$ cat src/rtl/vbc_pkg.sv
package vbc_pkg;

    typedef enum logic [2:0] {
        ST_IDLE,
        ST_ALIGN,
        ST_SETTLE,
        ST_TRIAL,
        ST_LATCH
    } cal_state_e;

    typedef struct packed {
        logic inhibit;
        logic mid;
    } loop_ctl_t;

endpackage

$ cat src/rtl/vbc_edge.sv
module vbc_edge (
    input  logic clk,
    input  logic rst,
    input  logic level,
    output logic evt
);
    logic level_q;

    // Reset value 1: a bit already high at power-on gives no edge.
    always_ff @(posedge clk) begin
        if (rst) level_q <= 1'b1;
        else     level_q <= level;
    end

    assign evt = level & ~level_q;
endmodule

$ cat src/rtl/vbc_window.sv
module vbc_window #(
    parameter int CNT_W = 4
) (
    input  logic clk,
    input  logic rst,
    input  logic ref_pulse,
    input  logic fb_pulse,
    output logic below
);
    localparam logic [CNT_W:0] REF_PER_WIN = (CNT_W+1)'(1);

    logic [CNT_W-1:0] cnt_q;
    logic [CNT_W:0]   fb_total;

    always_ff @(posedge clk) begin
        if (rst || ref_pulse)
            cnt_q <= '0;
        else if (fb_pulse && cnt_q != '1)
            cnt_q <= cnt_q + 1'b1;
    end

    // A feedback pulse in the closing cycle still belongs to this window.
    assign fb_total = {1'b0, cnt_q} + {{CNT_W{1'b0}}, fb_pulse};
    assign below    = fb_total < REF_PER_WIN;
endmodule

$ cat src/rtl/vbc_sar.sv
module vbc_sar
    import vbc_pkg::*;
#(
    parameter int CODE_W         = 5,
    parameter int SETTLE_PERIODS = 1
) (
    input  logic              clk,
    input  logic              rst,
    input  logic              start_evt,
    input  logic              clear,
    input  logic              ref_pulse,
    input  logic              below,
    output logic              busy,
    output logic [CODE_W-1:0] trial,
    output logic [CODE_W-1:0] result
);
    localparam int IDX_W = $clog2(CODE_W + 1);
    localparam int SET_W = $clog2(SETTLE_PERIODS + 1);
    localparam logic [CODE_W-1:0] TOP_BIT = {1'b1, {(CODE_W-1){1'b0}}};
    localparam logic [IDX_W-1:0]  TOP_IDX = IDX_W'(CODE_W - 1);
    localparam logic [SET_W-1:0]  SET_END = SET_W'(SETTLE_PERIODS - 1);

    cal_state_e        state_q;
    logic [CODE_W-1:0] trial_q, trial_d, result_q;
    logic [IDX_W-1:0]  idx_q;
    logic [SET_W-1:0]  set_q;

    always_comb begin
        trial_d = trial_q;
        if (!below) trial_d[idx_q] = 1'b0;
        if (idx_q != '0) trial_d[idx_q - 1'b1] = 1'b1;
    end

    always_ff @(posedge clk) begin
        if (rst) begin
            state_q  <= ST_IDLE;
            trial_q  <= '0;
            result_q <= '0;
            idx_q    <= '0;
            set_q    <= '0;
        end else if (clear) begin
            state_q <= ST_IDLE;
            trial_q <= '0;
            idx_q   <= '0;
            set_q   <= '0;
        end else begin
            case (state_q)
                ST_IDLE: begin
                    if (start_evt) begin
                        state_q <= ST_ALIGN;
                        trial_q <= TOP_BIT;
                        idx_q   <= TOP_IDX;
                    end
                end
                ST_ALIGN: begin
                    if (ref_pulse) begin
                        state_q <= ST_SETTLE;
                        set_q   <= '0;
                    end
                end
                ST_SETTLE: begin
                    if (ref_pulse) begin
                        if (set_q == SET_END) state_q <= ST_TRIAL;
                        else                  set_q   <= set_q + 1'b1;
                    end
                end
                ST_TRIAL: begin
                    if (ref_pulse) begin
                        trial_q <= trial_d;
                        if (idx_q == '0) state_q <= ST_LATCH;
                        else             idx_q   <= idx_q - 1'b1;
                    end
                end
                ST_LATCH: begin
                    if (ref_pulse) begin
                        result_q <= trial_q;
                        state_q  <= ST_IDLE;
                    end
                end
                default: state_q <= ST_IDLE;
            endcase
        end
    end

    assign busy   = (state_q != ST_IDLE);
    assign trial  = trial_q;
    assign result = result_q;
endmodule

$ cat src/rtl/vco_band_cal.sv
module vco_band_cal
    import vbc_pkg::*;
#(
    parameter int CODE_W         = 5,
    parameter int CNT_W          = 4,
    parameter int SETTLE_PERIODS = 1
) (
    input  logic              clk,
    input  logic              rst,
    input  logic              cal_start,
    input  logic              cal_clear,
    input  logic              man_en,
    input  logic [CODE_W-1:0] man_code,
    input  logic              ref_pulse,
    input  logic              fb_pulse,
    output logic [CODE_W-1:0] band_code,
    output logic              cal_busy,
    output logic              cp_inhibit,
    output logic              vctrl_mid,
    output logic [CODE_W-1:0] search_code
);
    logic              start_evt;
    logic              below;
    logic              busy;
    logic [CODE_W-1:0] trial;
    logic [CODE_W-1:0] result;
    loop_ctl_t         ctl;

    vbc_edge u_edge (
        .clk   (clk),
        .rst   (rst),
        .level (cal_start),
        .evt   (start_evt)
    );

    vbc_window #(.CNT_W(CNT_W)) u_window (
        .clk       (clk),
        .rst       (rst),
        .ref_pulse (ref_pulse),
        .fb_pulse  (fb_pulse),
        .below     (below)
    );

    vbc_sar #(
        .CODE_W         (CODE_W),
        .SETTLE_PERIODS (SETTLE_PERIODS)
    ) u_sar (
        .clk       (clk),
        .rst       (rst),
        .start_evt (start_evt),
        .clear     (cal_clear),
        .ref_pulse (ref_pulse),
        .below     (below),
        .busy      (busy),
        .trial     (trial),
        .result    (result)
    );

    always_comb begin
        ctl.inhibit = busy;
        ctl.mid     = busy;
    end

    always_comb begin
        if (man_en)    band_code = man_code;
        else if (busy) band_code = trial;
        else           band_code = result;
    end

    assign cal_busy    = busy;
    assign cp_inhibit  = ctl.inhibit;
    assign vctrl_mid   = ctl.mid;
    assign search_code = result;
endmodule

$ cat config.mk
export PLATFORM = sky130hd
export DESIGN_NAME = vco_band_cal
export DESIGN_NICKNAME = d
export VERILOG_FILES = /design/src/rtl/vbc_pkg.sv /design/src/rtl/vbc_edge.sv /design/src/rtl/vbc_window.sv /design/src/rtl/vbc_sar.sv /design/src/rtl/vco_band_cal.sv
export SDC_FILE = /design/constraint.sdc
export NUM_CORES = 1
export LEC_CHECK = 0
export BUFFER_PORTS_ARGS = -buffer_cell sky130_fd_sc_hd__buf_2
export CORE_MARGIN = 5
export CORE_UTILIZATION = 30
export DETAILED_ROUTE_END_ITERATION = 12
export SLEW_MARGIN = 40
export SYNTH_ARGS = -nofsm -noshare
export SYNTH_HDL_FRONTEND = slang
export SYNTH_HIERARCHICAL = 1
export SYNTH_SLANG_ARGS = --single-unit
$ cat constraint.sdc
create_clock -name clk -period 1.7 [get_ports clk]
set_input_delay 0.34 -clock clk [delete_from_list [all_inputs] [get_ports clk]]
set_output_delay 0.34 -clock clk [all_outputs]
set_load 0.01 [all_outputs]
# Yosys cells after proc, flatten, opt, wreduce, memory -nomap -nowiden

Index checks and enable logic that the tools add are counted.

Bits in registers: 22
Input port bits: 12
Logic and storage cells: 78

Add/sub/neg operators: 4
$lt $le $gt $ge: 5
Equality and inequality tests: 13
Mux-type cells: 27
Bitwise operators: 6
Reductions and logical operators: 16

Operator list:

| kind                | count |
|---|---|
| $mux 3              | 10 |
| $mux 5              | 6 |
| $pmux 3 s5          | 1 |
| $ne 2x2->1 const B  | 7 |
| $pmux 5 s2          | 1 |
| $reduce_and 3->1    | 3 |
| $lt 3x4->1 const B  | 2 |
| $reduce_and 7->1    | 1 |
| $demux 1 s3         | 2 |
| $eq 3x2->1 const B  | 2 |
| $ge 3x1->1 const B  | 2 |
| $logic_not 3->1     | 2 |
| $pmux 3 s2          | 1 |
| $reduce_bool 3->1   | 2 |
| $add 4x1->5         | 1 |
| $and 5x5->5         | 1 |
| $lt 5x1->1 const B  | 1 |
| $mux 1              | 5 |
| $not 5->5           | 1 |
| $or 5x5->5          | 1 |
| $add 4x1->4 const B | 1 |
| $ne 4x4->1 const B  | 1 |
| $reduce_and 4->1    | 1 |
| $reduce_bool 2->1   | 2 |
| other kinds (11)    | 14 |

# Logic depth before layout (Yosys ltp)

Depth in word-level cells: 11
Depth in mapped cells: 7
Mapped depth without buffers: 7

# Modules after synthesis

The synthesis kept the hierarchy.

Modules (own cells, without submodules):

| module       | times used | cells each | area an instance (um^2) | seq. area each (um^2) |
|---|---|---|---|---|
| vbc_sar      | 1          | 105        | 920.9                   | 320.3 |
| vbc_window   | 1          | 27         | 254.0                   | 80.1 |
| vco_band_cal | 1          | 19         | 125.1                   | 0.0 |
| vbc_edge     | 1          | 3          | 32.5                    | 20.0 |

# Worst setup path before layout

Ideal clock, no wire load.

Path type: register to output
Start: register u_sar.state_q[0]
End: output port band_code[0]
Arrival: 1.415 ns
Data required time: 1.360 ns
Slack: -0.055 ns
Cell stages (with the launch flop): 6
Cells stage by stage: dfxtp_1 -> buf_2 -> or3_1 -> buf_6 -> mux2i_1 -> o21ai_1

Word-level cells in the longest chain between the ends: 3

Ends and longest elaborated chain:

| element                | RTL line           | text |
|---|---|---|
| start, declared        | vbc_sar.sv:23      | `cal_state_e state_q;` |
| start signal, assigned | vbc_sar.sv:36      | `state_q <= ST_IDLE;` |
| start signal, assigned | vbc_sar.sv:42      | `state_q <= ST_IDLE;` |
| start signal, assigned | vbc_sar.sv:50      | `state_q <= ST_ALIGN;` |
| $reduce_bool 3->1      | vbc_sar.sv:85      | `assign busy = (state_q != ST_IDLE);` |
| named net cal_busy     | vco_band_cal.sv:17 | `output logic cal_busy,` |
| $mux 5                 | vco_band_cal.sv:66 | `else if (busy) band_code = trial;` |
| $mux 5                 | vco_band_cal.sv:65 | `if (man_en) band_code = man_code;` |
| end, declared          | vco_band_cal.sv:16 | `output logic [CODE_W-1:0] band_code,` |

The timed path passes the listed nets, and every way through them passes these cells.

# Worst setup path after layout

Start: register u_sar.state_q[2]
End: output port band_code[3]

Word-level cells in the longest chain between the ends: 3

Ends and longest elaborated chain:

| element           | RTL line |
|---|---|
| $reduce_bool 3->1 | vbc_sar.sv:85 |
| $mux 5            | vco_band_cal.sv:66 |
| $mux 5            | vco_band_cal.sv:65 |

Every way passes these cells.

==> results.txt <==
CP max FO: 6
Rows: 24
first-pass GRT wire length: 5.51 mm
FF+latch count, synth: 21
Main synth FF type: dfxtp_1
Syn-to-layout area delta: 25.2%
GRT overflow: 0
Highest Signal Layer: met4
worst rel slew slack: 71.2%
Power Dens Cells: 572 nW/um^2
Async SR Flop Fraction: 0%
sequential fraction of design power: 52.6%
TritonCTS clock tree: done
Final WS setup: -0.0512 ns
post-route ant nets: 0
# IOs: 25
CORE AREA: 4320 um^2
GPL Wtd Cong: 0.732
critical path, cell by cell: or3_4 > mux2i_1 > o21ai_1 > buf_2
HP Class: in -> reg
Final Hold Vio Count: 0
CP max stage cell: or3_4
slowest stage delay, CP: 0.43 ns
Clock Path Buffers: 2
Yosys top cell area share: 31.5%
top post-synthesis cells by area: dfxtp_1 32%, mux2i_1 5.3%, ha_1 4.7%, nand3_1 3.8%, o21ai_1 3.8%
post-synth cell types: 48
fin. max-slew vios: 0
Psw: 0.235 mW
GR Util All Layers: 11.2%
full die area: 5870 um^2
H-tree lvl count: 1
Synth Net Count: 171
worst slew pin tran: 0.431 ns
Num CTS Buffers: 3
WL final: 3.17 mm
clk_lat worst skew: 0.26 ns
min Tclk post-route: 1.75 ns
Ys Warns: 6
WHS: 0.262 ns
Hold-fix buffers, CTS: 0
met3 wire len: 192 um
Syn Std Cell Area: 1330 um^2
1st-pass router iterations: 4
failing checks: negative setup slack
met1 WL: 1.50 mm
Clock power frac: 35.0%
r2r worst-path depth: 7
most frequent cells in the layout: 24 x buf_2, 17 x dfxtp_1, 14 x buf_4
period utilization: 103%
DR WL/cell: 13.5 um
largest net degree at the start of global routing: 13
number of max-cap violations: 0
Clock Skew: 0.00486 ns
Leak: 0.652 nW
initial antenna violation count: 0
1st-iter DRT viols: 77
CP Launch Type: register
most common cell after layout, fill and taps aside: buf_2
CP Data Required Time: 1.36 ns
CP endpoint kind: output pin
layout cells sized above 1: 33.3%
Num Clock Sinks: 21
fin util: 38.6%
met2 WL: 1.42 mm
syn_area_per_cell: 8.65 um^2
Clk pin slew, worst setup/hold paths: 0.08 ns
RSZ-0062 raised after global routing: yes
Switching Fraction: 24.6%
filler cell count: 453
final setup fails: 7
HPWL after DPL: 2.34 mm
Synth area leader: dfxtp_1
post-synthesis sequential area ratio: 31.5%
Pint: 0.720 mW
Cells after Synth: 154
vias per inst: 5.33
Final nets: 201
worst path arrival time: 1.41 ns
vias in the first global route: 1142
Post-synth EDFFs: 0
Die W: 76.6 um
Worst Setup Path Type: reg -> out
vias post-DR: 1253
Initial Utilization: 30.8%
Worst VDD drop: 0.000238 V
drc violations: 0
FMAX: 571 MHz
Die H: 76.6 um
Antenna Cells: 0
Hold Crit Depth: 2
Comb pwr share: 12.4%
I/O Buffers: 24
status: finished, violations left
Root Driver: clkbuf_8
==> power groups by stage <==
stage                     logic, mW  clock network, mW  registers (mW)
final                         0.118              0.334           0.502
after detailed placement      0.105                  0           0.512
after CTS                     0.116              0.342           0.501
after global routing          0.130              0.371           0.503
after floorplan              0.0685                  0           0.511
after global placement        0.105                  0           0.512
==> timing repair <==
action	CTS	global route
gates resized for setup	11	4
setup endpoints to repair	10	10
pin swaps	2	3
setup buffers	3	0
==> layer usage <==
layer  GRT usage, %  vias up
li1               -      642
met1           15.5      576
met2           16.1       30
met3           2.72        5
met4           5.24        0
met5              0        -
==> cells in the mapped netlist (all sizes together), types with 2 or more instances <==
cell / n
dfxtp: 21
o21ai: 13
or2: 3
nor2: 6
or3b: 2
ha: 5
clkbuf: 3
nor3: 2
a21oi: 9
a311oi: 2
or3: 4
buf: 10
nand3: 10
o211ai: 4
mux2i: 7
nand2: 11
nor2b: 4
nor4b: 3
and4b: 2
nand4b: 2
nand4: 4
nand2b: 2
inv: 4
o2111ai: 4
o32ai: 2
==> cell type report <==
class                           instances  area (um^2)  share of cell area [%]
Clock buffer                            4         45.0                    2.70
Inverter                                4         15.0                   0.900
Multi-Input combinational cell        116          892                    53.5
Sequential cell                        21          425                    25.5
Tap cell                               52         65.1                    3.90
Timing Repair Buffer                   38          225                    13.5
==> worst paths after layout <==
check	slack [ns]	start	to
worst max-delay path	-0.05	u_sar/state_q[2]	band_code[3]
worst min-delay path	0.26	cal_start	u_edge/level_q
worst max register to register	-0.01	u_window/cnt_q[0]	u_sar/trial[0]
worst min register to register	0.49	u_sar/trial[1]	u_sar/result[1]
==> through the flow <==
stage	total power, mW	worst slack [ns]	std cells	instance area, um^2	setup TNS, ns
after floorplan	0.579	0.0107	154	1340	0
after detailed placement	0.617	-0.243	228	1530	-1.04
final	0.954	-0.0512	235	1670	-0.221
after CTS	0.960	-0.0631	235	1650	-0.282
after global routing	1.00	-0.141	235	1670	-0.815
after global placement	0.617	-0.224	228	1530	-0.980
==> worst max-delay path: cells and delay by family (launching register included) <==
| kind | cells | cell delay [ns] |
|---|---|---|
| AND/OR/NAND/NOR | 1 | 0.43 |
| flip-flops | 1 | 0.32 |
| multiplexers | 1 | 0.14 |
| buffers and inverters | 1 | 0.14 |
| AO/OA/AOI/OAI | 1 | 0.11 |
==> sequential cells by signal (all words and copies together), names as in the netlist <==
| name | count |
|---|---|
| u_sar/result | 5 |
| u_sar/trial | 5 |
| u_window/cnt_q | 4 |
| u_sar/idx_q | 3 |
| u_sar/state_q | 3 |
| u_edge/level_q | 1 |
==> kinds of logic after synthesis <==
| logic type | share of synthesized area (%) |
|---|---|
| AND/OR/NAND/NOR | 30.2 |
| buffers and inverters | 6.85 |
| multiplexers | 6.10 |
| adder cells (fa/ha/maj) | 4.69 |
| AO/OA/AOI/OAI | 20.6 |
| flip-flops | 31.5 |
No activity file was read; power rests on OpenSTA's default activity.
